### src/rtl/fint_pkg.sv
package fint_pkg;

    localparam int SRC_N = 8;

    // flag / mask bit positions
    localparam int IDX_SIG   = 0;
    localparam int IDX_ALARM = 1;
    localparam int IDX_SEC5  = 2;
    localparam int IDX_SEC1  = 3;
    localparam int IDX_JIT   = 4;
    localparam int IDX_PKT2  = 5;
    localparam int IDX_PKT1  = 6;
    localparam int IDX_PKT0  = 7;

    typedef logic [SRC_N-1:0] src_vec_t;

    typedef struct packed {
        logic over;
        logic under;
    } jzone_t;

    typedef struct packed {
        logic   valid;
        logic   [4:0] chan;
        logic   [3:0] code;
    } sig_word_t;

    function automatic jzone_t jit_zone(int unsigned level, int unsigned depth,
                                        int unsigned margin);
        jzone_t z;
        z.under = (level <= margin);
        z.over  = ((level + margin) >= depth);
        return z;
    endfunction

    function automatic src_vec_t pack_sources(logic [2:0] pkt, logic jit,
                                              logic sec1, logic sec5,
                                              logic alarm, logic sig);
        src_vec_t v;
        v            = '0;
        v[IDX_PKT0]  = pkt[0];
        v[IDX_PKT1]  = pkt[1];
        v[IDX_PKT2]  = pkt[2];
        v[IDX_JIT]   = jit;
        v[IDX_SEC1]  = sec1;
        v[IDX_SEC5]  = sec5;
        v[IDX_ALARM] = alarm;
        v[IDX_SIG]   = sig;
        return v;
    endfunction

endpackage

### src/rtl/irq_rise_det.sv
module irq_rise_det #(
    parameter int W = 5
) (
    input  logic         clk,
    input  logic         rst,
    input  logic [W-1:0] lvl,
    output logic [W-1:0] rise
);
    logic [W-1:0] prev_q;

    always_ff @(posedge clk) begin
        if (rst) prev_q <= '0;
        else     prev_q <= lvl;
    end

    assign rise = lvl & ~prev_q;

    // an input that was already high in the previous cycle never fires
    a_r3_level_held_quiet: assert property (@(posedge clk) disable iff (rst)
        !$past(rst) |-> ((rise & $past(lvl)) == '0));

endmodule

### src/rtl/irq_sig_watch.sv
module irq_sig_watch #(
    parameter int NUM_CH = 30,
    parameter int CH_W   = 5
) (
    input  logic            clk,
    input  logic            rst,
    input  logic            valid,
    input  logic [CH_W-1:0] chan,
    input  logic [3:0]      code,
    output logic            change
);
    logic [NUM_CH-1:0] hit;
    logic [NUM_CH-1:0] diff;

    for (genvar c = 0; c < NUM_CH; c++) begin : g_ch
        logic [3:0] store_q;

        assign hit[c]  = valid && (chan == CH_W'(c));
        assign diff[c] = hit[c] && (store_q != code);

        always_ff @(posedge clk) begin
            if (rst)         store_q <= 4'h0;
            else if (hit[c]) store_q <= code;
        end
    end

    assign change = |diff;

    // an out-of-range channel number never reports a change
    a_r8_range_ignored: assert property (@(posedge clk) disable iff (rst)
        (valid && (int'(chan) >= NUM_CH)) |-> !change);

    // presenting the same code twice in a row for one channel is quiet
    a_r7_repeat_quiet: assert property (@(posedge clk) disable iff (rst)
        (!$past(rst) && valid && $past(valid) && chan == $past(chan)
         && code == $past(code)) |-> !change);

endmodule

### src/rtl/irq_flag_bank.sv
module irq_flag_bank
    import fint_pkg::*;
(
    input  logic     clk,
    input  logic     rst,
    input  src_vec_t trig,
    input  logic     clr,
    input  src_vec_t clr_bits,
    input  logic     mask_wr,
    input  src_vec_t mask_wdata,
    output src_vec_t mask,
    output src_vec_t flags,
    output logic     irq
);
    src_vec_t clr_sel;

    assign clr_sel = clr ? clr_bits : '0;

    for (genvar i = 0; i < SRC_N; i++) begin : g_flag
        always_ff @(posedge clk) begin
            if (rst)          flags[i] <= 1'b0;
            else if (trig[i]) flags[i] <= 1'b1;
            else if (clr_sel[i]) flags[i] <= 1'b0;
        end
    end

    always_ff @(posedge clk) begin
        if (rst)          mask <= '0;
        else if (mask_wr) mask <= mask_wdata;
    end

    assign irq = |(flags & mask);

    // a set flag survives every cycle in which it is not selected for clearing
    a_r5_sticky: assert property (@(posedge clk) disable iff (rst)
        1'b1 |=> (($past(flags) & ~$past(clr_sel) & ~flags) == '0));

    // a selected flag with no trigger is gone after the clear
    a_r6_clear_drops: assert property (@(posedge clk) disable iff (rst)
        clr |=> ((flags & $past(clr_bits & ~trig)) == '0));

    // a trigger in the clear cycle wins
    a_r6_trigger_wins: assert property (@(posedge clk) disable iff (rst)
        (trig != '0) |=> ((flags & $past(trig)) == $past(trig)));

endmodule

### src/rtl/frm_irq_agg.sv
module frm_irq_agg
    import fint_pkg::*;
#(
    parameter int NUM_CH = 30,
    parameter int DEPTH  = 32,
    parameter int MARGIN = 4,
    localparam int CH_W  = $clog2(NUM_CH),
    localparam int LVL_W = $clog2(DEPTH + 1)
) (
    input  logic             clk,
    input  logic             rst,
    input  logic [2:0]       hdlc_evt,
    input  logic [LVL_W-1:0] jit_level,
    input  logic             sec1_stat,
    input  logic             sec5_stat,
    input  logic             alarm_stat,
    input  logic             sig_valid,
    input  logic [CH_W-1:0]  sig_chan,
    input  logic [3:0]       sig_abcd,
    input  logic             mask_wr,
    input  logic [7:0]       mask_wdata,
    output logic [7:0]       mask_rdata,
    input  logic             flag_clr,
    input  logic [7:0]       flag_clr_bits,
    output logic [7:0]       flags,
    output logic             irq
);
    localparam int RISE_W = 5;

    jzone_t            zone;
    logic [RISE_W-1:0] rise_in;
    logic [RISE_W-1:0] rise_out;
    logic              sig_change;
    src_vec_t          trig;

    assign zone    = jit_zone(32'(jit_level), DEPTH, MARGIN);
    assign rise_in = {zone.over, zone.under, alarm_stat, sec5_stat, sec1_stat};

    irq_rise_det #(.W(RISE_W)) u_rise (
        .clk  (clk),
        .rst  (rst),
        .lvl  (rise_in),
        .rise (rise_out)
    );

    irq_sig_watch #(.NUM_CH(NUM_CH), .CH_W(CH_W)) u_sig (
        .clk    (clk),
        .rst    (rst),
        .valid  (sig_valid),
        .chan   (sig_chan),
        .code   (sig_abcd),
        .change (sig_change)
    );

    assign trig = pack_sources(hdlc_evt, rise_out[3] | rise_out[4],
                               rise_out[0], rise_out[1], rise_out[2],
                               sig_change);

    irq_flag_bank u_flags (
        .clk        (clk),
        .rst        (rst),
        .trig       (trig),
        .clr        (flag_clr),
        .clr_bits   (flag_clr_bits),
        .mask_wr    (mask_wr),
        .mask_wdata (mask_wdata),
        .mask       (mask_rdata),
        .flags      (flags),
        .irq        (irq)
    );

    // a written mask value is visible on the next cycle
    a_r1_mask_readback: assert property (@(posedge clk) disable iff (rst)
        mask_wr |=> (mask_rdata == $past(mask_wdata)));

    // with every source blocked the request stays low
    a_r2_all_masked_low: assert property (@(posedge clk) disable iff (rst)
        (mask_rdata == 8'h00) |-> !irq);

    // a fill level strictly between the zones leaves the jitter flag alone
    a_r4_interior_quiet: assert property (@(posedge clk) disable iff (rst)
        ((32'(jit_level) > MARGIN) && (32'(jit_level) + MARGIN < DEPTH) && !flag_clr)
        |=> (flags[IDX_JIT] == $past(flags[IDX_JIT])));

    // a packet controller event always leaves its flag set
    a_r9_pkt0_sets: assert property (@(posedge clk) disable iff (rst)
        hdlc_evt[0] |=> flags[IDX_PKT0]);

endmodule

### config.mk
export PLATFORM = sky130hd
export DESIGN_NAME = frm_irq_agg
export DESIGN_NICKNAME = d
export VERILOG_FILES = /design/src/rtl/fint_pkg.sv /design/src/rtl/irq_rise_det.sv /design/src/rtl/irq_sig_watch.sv /design/src/rtl/irq_flag_bank.sv /design/src/rtl/frm_irq_agg.sv
export SDC_FILE = /design/constraint.sdc
export NUM_CORES = 1
export LEC_CHECK = 0
export BUFFER_PORTS_ARGS = -buffer_cell sky130_fd_sc_hd__buf_2
export CAP_MARGIN = 20
export CORE_AREA = 4 4 129 131
export CTS_CLUSTER_SIZE = 14
export DETAILED_ROUTE_END_ITERATION = 12
export DIE_AREA = 0 0 133 135
export GPL_ROUTABILITY_DRIVEN = 0
export PLACE_DENSITY_LB_ADDON = 0.25
export SYNTH_ARGS = -nofsm -noshare
export SYNTH_HDL_FRONTEND = slang
export SYNTH_SLANG_ARGS = --single-unit
export TNS_END_PERCENT = 5
### constraint.sdc
create_clock -name clk -period 2.3 [get_ports clk]
set_input_delay 0.345 -clock clk [delete_from_list [all_inputs] [get_ports clk]]
set_output_delay 0.345 -clock clk [all_outputs]
set_load 0.05 [all_outputs]
==> results of run 1 <==
-- final cells by class --
| cell class | instances | share of cell area (%) |
|---|---|---|
| Multi-Input combinational cell | 576 | 45.2 |
| Sequential cell | 141 | 35.0 |
| Timing Repair Buffer | 102 | 9.28 |
| Clock buffer | 18 | 5.45 |
| Tap cell | 216 | 3.35 |
| Clock inverter | 13 | 1.75 |
-- layout by cell type (no fill, tap or decap), types with 2 or more instances in the layout --
cell        instances
dfxtp_1           141
xor2_1            104
nand2_1            94
a21oi_1            79
nor2_1             71
buf_2              57
mux2i_1            56
nand3_1            52
buf_4              35
o21ai_0            23
clkbuf_16          17
xnor2_1            16
nor4_1             14
o41ai_1            13
nor2b_1            11
buf_12             10
nand4_1             5
a22oi_1             4
o22ai_1             4
clkinvlp_4          3
clkinv_4            3
clkinv_2            3
and2_1              2
nand4b_1            2
nor3b_2             2
or3_1               2
nor4bb_2            2
a31oi_1             2
o2111ai_1           2
bufinv_16           2
inv_6               2
-- per-layer routing --
layer / GRT usage (%) / routed length (µm) / vias to the layer above
li1: - / - / 2789
met1: 21.8 / 7200 / 2555
met2: 29.9 / 7390 / 81
met3: 3.43 / 469 / 9
met4: 6.18 / 135 / 0
met5: 0 / 0 / -
-- sequential cells by signal (all words and copies together), names as in the netlist --
register	flops
u_rise.prev_q	5
u_sig.g_ch.store_q	120
u_flags.mask	8
u_flags.flags	8
-- critical path, stage by stage, from the launching register on --
cell and delay, ps:
dfxtp_1 350, a22oi_1 200, nand4_1 90, buf_2 220
-- power by group --
part,internal (mW),switching (mW)
sequential,2.48,0.0273
combinational,0.211,0.373
clock,1.62,1.07
total,4.32,1.47
-- kinds of logic after synthesis --
group	after synthesis
buf+inv	75
flops	141
mux	56
xor+xnor	120
simple gates	267
compound gates	133
-- synthesized netlist by cell type --
master / number / area, µm²
a2111oi_0: 1 / 8.76
a21oi_1: 79 / 395
a221o_1: 1 / 10.0
a22oi_1: 4 / 30.0
a31oi_1: 2 / 12.5
a41o_1: 1 / 10.0
a41oi_1: 1 / 8.76
and2_1: 2 / 12.5
and3_4: 1 / 11.3
and4b_1: 1 / 10.0
and4bb_1: 1 / 12.5
buf_1: 3 / 11.3
buf_2: 20 / 100
buf_4: 4 / 30.0
buf_6: 6 / 67.6
clkbuf_1: 42 / 158
dfxtp_1: 141 / 2820
mux2i_1: 56 / 561
nand2_1: 94 / 353
nand2_2: 1 / 6.26
nand2b_1: 1 / 6.26
nand3_1: 52 / 260
nand4_1: 5 / 31.3
nand4b_1: 2 / 17.5
nor2_1: 71 / 267
nor2b_1: 11 / 68.8
nor2b_4: 1 / 13.8
nor3_1: 1 / 5.00
nor3_2: 1 / 10.0
nor3b_2: 2 / 25.0
nor4_1: 14 / 87.6
nor4_2: 1 / 12.5
nor4b_2: 1 / 15.0
nor4bb_1: 2 / 20.0
o2111ai_1: 2 / 17.5
o21ai_0: 23 / 115
o21ai_1: 1 / 5.00
o221ai_1: 1 / 8.76
o22ai_1: 4 / 25.0
o41ai_1: 13 / 114
or3_1: 2 / 12.5
xnor2_1: 16 / 140
xor2_1: 104 / 911
-- per-stage QoR --
stage          hold WS [ps]  worst slack [ps]
3_3_place_gp            456               264
5_1_grt                 132               435
6_report                133               665
2_1_floorplan           448               518
3_5_place_dp            460               226
4_1_cts                 119               620
-- worst paths after layout --
check	start	endpoint	slack (ps)	cells after the start
max	u_flags.flags[0]	irq	660	3
min	hdlc_evt[1]	u_flags.flags[6]	130	3
max reg2reg	u_sig.g_ch[27].store_q[1]	u_flags.flags[0]	660	6
min reg2reg	u_sig.g_ch[9].store_q[2]	u_sig.g_ch[9].store_q[2]	460	2
==> out/results.ini, run 1 <==
[status]
status = completed

[die]
core_area_mm2 = 0.0156
rows = 46
num_io_pins = 59
die_w_um = 133
initial_core_util_pct = 43.7
fp.dieH_um = 135
dieArea_mm2 = 0.0180

[sta]
rsz0062_at_grt = false
slew_viol_final = 0
hold_viol = 0
max_slew_margin_pct = 72.8
final.setup.tns_ps = 0
finalClockSkew_ps = 6.28
tightest_slew_ps = 398
fin_crit_ps = 1640
fmax_ghz = 0.612
setup_viol = 0
fin_crit_sh_pct = 71.1

[clock_tree]
clockRootBuffer = clkbuf_16
clock-sinks = 141
htree_levels = 4
clockBufferDepth = 2
worstSkewPairLatency_ps = 420
clk_pin_slew_ps = 60
post_cts_buffers = 0
cts_resized = 0
cts_buffers = 17
cts_hold_buf = 0
cts_tree = yes

[drt]
drc = 0
post_drt_wl_per_cell_um = 14.3
routed_wl_um = 15200
ant_nets = 0
first_pass_iters = 4
vias = 5434
drt_iter0_drc = 311
avgViaCountPerCell = 5.10

[finish]
fin_area_mm2 = 0.00806
multi_input_area_mm2 = 0.00364
utilization_pct = 51.7
seq_area_mm2 = 0.00282
drive_above_1_share_pct = 16.8
nets = 880
fillers = 1481
antenna-diode-count = 0
finalNonFillerCells = 1066
syn_to_final_growth_pct = 18.3

[power_and_ir_drop]
peakVddDrop_mv = 0.539
leakagePower_nw = 3.16
powerDensity_mw_per_mm2 = 718
totalPowerFinal_mw = 5.79

[hold_path]
min-delay-path-class = in -> reg

[synthesis]
synthAdderAreaFrac_pct = 0
syn_inst = 792
synth-compound-area-share_pct = 11.2
synth_xor_area_share_pct = 15.4
synth_cell_types = 43
synthMuxAreaShare_pct = 8.22
ys_ff_latch = 141
yosysSeqAreaShare_pct = 41.4
synth.cell_area_mm2 = 0.00682
synth.net_count = 834
yosys_warnings = 0
synth_area_per_cell_um2 = 8.61
synth-simple-area-share_pct = 18.4
synth_top_family_by_area = simple AND/OR/NAND/NOR gates

[setup_path]
critPathRequiredTime_ps = 1960
endpoint_kind = output pin
crit_path_start_kind = flip-flop
worst-setup-path-type = reg -> out
path_max_fanout = 3
crit_arrival_ps = 1290

[global_route]
overflow = 0
grt_pass1_vias = 5261
grt_usage_pct = 17.4
grt_pass1_wl_um = 25500
antenna_found_initial = 0
grt_max_degree = 42

[placed_design]
io_buffers = 58
placed_cell_area_mm2 = 0.00748
placed_cells = 1035
dp_hpwl_um = 10000

[run]
max-cap-violations = 0

No activity file was read; power rests on OpenSTA's default activity.
==> run 2, diff against run 1 <==
- clock period: 2.3 -> 1.65 ns (I/O delays scaled with it)
==> out/results.ini, run 2 (same netlist as run 1, synthesis figures left out) <==
[global_route]
antenna_found_initial = 0  ; unchanged
grt_pass1_wl_um = 27900  ; was 25500 µm
grt_pass1_vias = 5661  ; was 5261
grt_max_degree = 93  ; was 42
grt_usage_pct = 18.9  ; was 17.4%
overflow = 0  ; unchanged

[sta]
setup_viol = 0  ; unchanged
max_slew_margin_pct = 65.1  ; was 72.8%
finalClockSkew_ps = 7.25  ; was 6.28 ps
rsz0062_at_grt = true  ; was false
slew_viol_final = 0  ; unchanged
fin_crit_sh_pct = 98.3
holdWs_ps = 21.9  ; was 133 ps
fmax_ghz = 0.617
tightest_slew_ps = 524  ; was 398 ps
fin_crit_ps = 1620
hold_viol = 0  ; unchanged
final.setup.tns_ps = 0  ; unchanged

[status]
status = completed  ; unchanged

[drt]
post_drt_wl_per_cell_um = 14.5  ; was 14.3 µm
avgViaCountPerCell = 5.02  ; was 5.10
routed_wl_um = 16600  ; was 15200 µm
first_pass_iters = 5  ; was 4
vias = 5776  ; was 5434
drt_iter0_drc = 333  ; was 311
drc = 0  ; unchanged
ant_nets = 0  ; unchanged

[power_and_ir_drop]
peakVddDrop_mv = 0.755  ; was 0.539 mV
leakagePower_nw = 3.57  ; was 3.16 nW
powerDensity_mw_per_mm2 = 937  ; was 718 mW/mm²
totalPowerFinal_mw = 8.21  ; was 5.79 mW

[finish]
reg_top3 = u_sig.g_ch.store_q x120, u_flags.flags x8, u_flags.mask x8  ; unchanged
syn_to_final_growth_pct = 28.6  ; was 18.3%
finalNonFillerCells = 1150  ; was 1066
layout_commonest_cell = dfxtp_1  ; unchanged
largest_reg_flops = 120  ; unchanged
nets = 963  ; was 880
top_register = u_sig.g_ch.store_q  ; unchanged
drive_above_1_share_pct = 25.6  ; was 16.8%
utilization_pct = 56.2  ; was 51.7%
antenna-diode-count = 0  ; unchanged
layout_common_cells = 140 x dfxtp_1, 119 x buf_4, 104 x xor2_1  ; was 141 x dfxtp_1, 104 x xor2_1, 94 x nand2_1
fillers = 1396  ; was 1481

[die]
fp.dieH_um = 135  ; unchanged
core_area_mm2 = 0.0156  ; unchanged
num_io_pins = 59  ; unchanged
rows = 46  ; unchanged
initial_core_util_pct = 43.7  ; unchanged
die_w_um = 133  ; unchanged
dieArea_mm2 = 0.0180  ; unchanged

[clock_tree]
cts_hold_buf = 0  ; unchanged
worstSkewPairLatency_ps = 420  ; about the same
cts_tree = yes  ; unchanged
htree_levels = 4  ; unchanged
clk_pin_slew_ps = 70  ; was 60 ps
clockRootBuffer = clkbuf_16  ; unchanged
clock-sinks = 141  ; unchanged
cts_buffers = 17  ; unchanged
clockBufferDepth = 2  ; unchanged

[placed_design]
io_buffers = 58  ; unchanged
placed_cells = 1119  ; was 1035
dp_hpwl_um = 11200  ; was 10000 µm

[setup_path]
endpoint_kind = flip-flop  ; was output pin
critPathRequiredTime_ps = 1940  ; was 1960 ps
crit_path_start_kind = flip-flop  ; unchanged
path_max_fanout = 2  ; was 3
worst-setup-path-type = reg -> reg  ; was reg -> out
crit_arrival_ps = 1910  ; was 1290 ps

[hold_path]
min-delay-path-class = in -> reg  ; unchanged

[run]
max-cap-violations = 0  ; unchanged

-- run 2: cell types whose count changed in the layout (fill, tap and decap cells not counted), sizes merged --
cell    delta
bufinv     -1
clkinv     -5
inv        +7
buf       +83
-- run 2: cell type report --
cell class | count | area [µm²] | share of cell area (%)
multi-input combinational | 576 | 3730 | 42.6
sequential | 141 | 2820 | 32.2
timing repair buffer | 185 | 1360 | 15.5
clock buffer | 18 | 429 | 4.90
tap | 216 | 270 | 3.08
clock inverter | 14 | 150 | 1.71
-- run 2: stage by stage --
step / area (µm²) / setup WS, ps
global placement: 8100 / -471
CTS: 8700 / -2.44
floorplan: 6870 / -23.4
detailed placement: 8100 / -428
finish: 8770 / 28.0
global route: 8770 / -80.0
-- run 2: path summary, 6_finish.rpt --
check / end / slack, ps / startpoint / cells after the start
min reg2reg: u_sig.g_ch[20].store_q[3] / 470 / u_sig.g_ch[20].store_q[3] / 2
min: u_flags.flags[7] / 20 / hdlc_evt[0] / 3
max: u_flags.flags[0] / 30 / u_sig.g_ch[21].store_q[0] / 6
max reg2reg: u_flags.flags[0] / 30 / u_sig.g_ch[21].store_q[0] / 6
-- run 2: per-layer routing --
| metal | vias up | GRT usage (%) | wire (µm) |
|---|---|---|---|
| met4 | 0 | 5.02 | 119 |
| met3 | 7 | 3.95 | 607 |
| met1 | 2718 | 24.8 | 7870 |
| met5 | - | 0 | 0 |
| li1 | 2946 | - | - |
| met2 | 105 | 31.7 | 8020 |
-- run 2: power by group --
part	switching [mW]	internal [mW]	leakage [nW]
Clock	1.64	2.14	0.276
Combinational	0.559	0.380	2.15
Sequential	0.0389	3.46	1.14
-- run 2: critical path: stages (launching register included) --
cell and delay, ps:
dfxtp_1 320, xor2_1 140, o41ai_1 340, o21ai_1 160, nor4_4 300, buf_4 160, a31oi_1 70
-- run 2: what timing repair did --
action / 4_1_cts / 5_1_grt
gates resized for setup: 5 / 11
endpoints found under the setup margin: 1 / 1
setup buffers: 0 / 0
pin swaps: 3 / 8
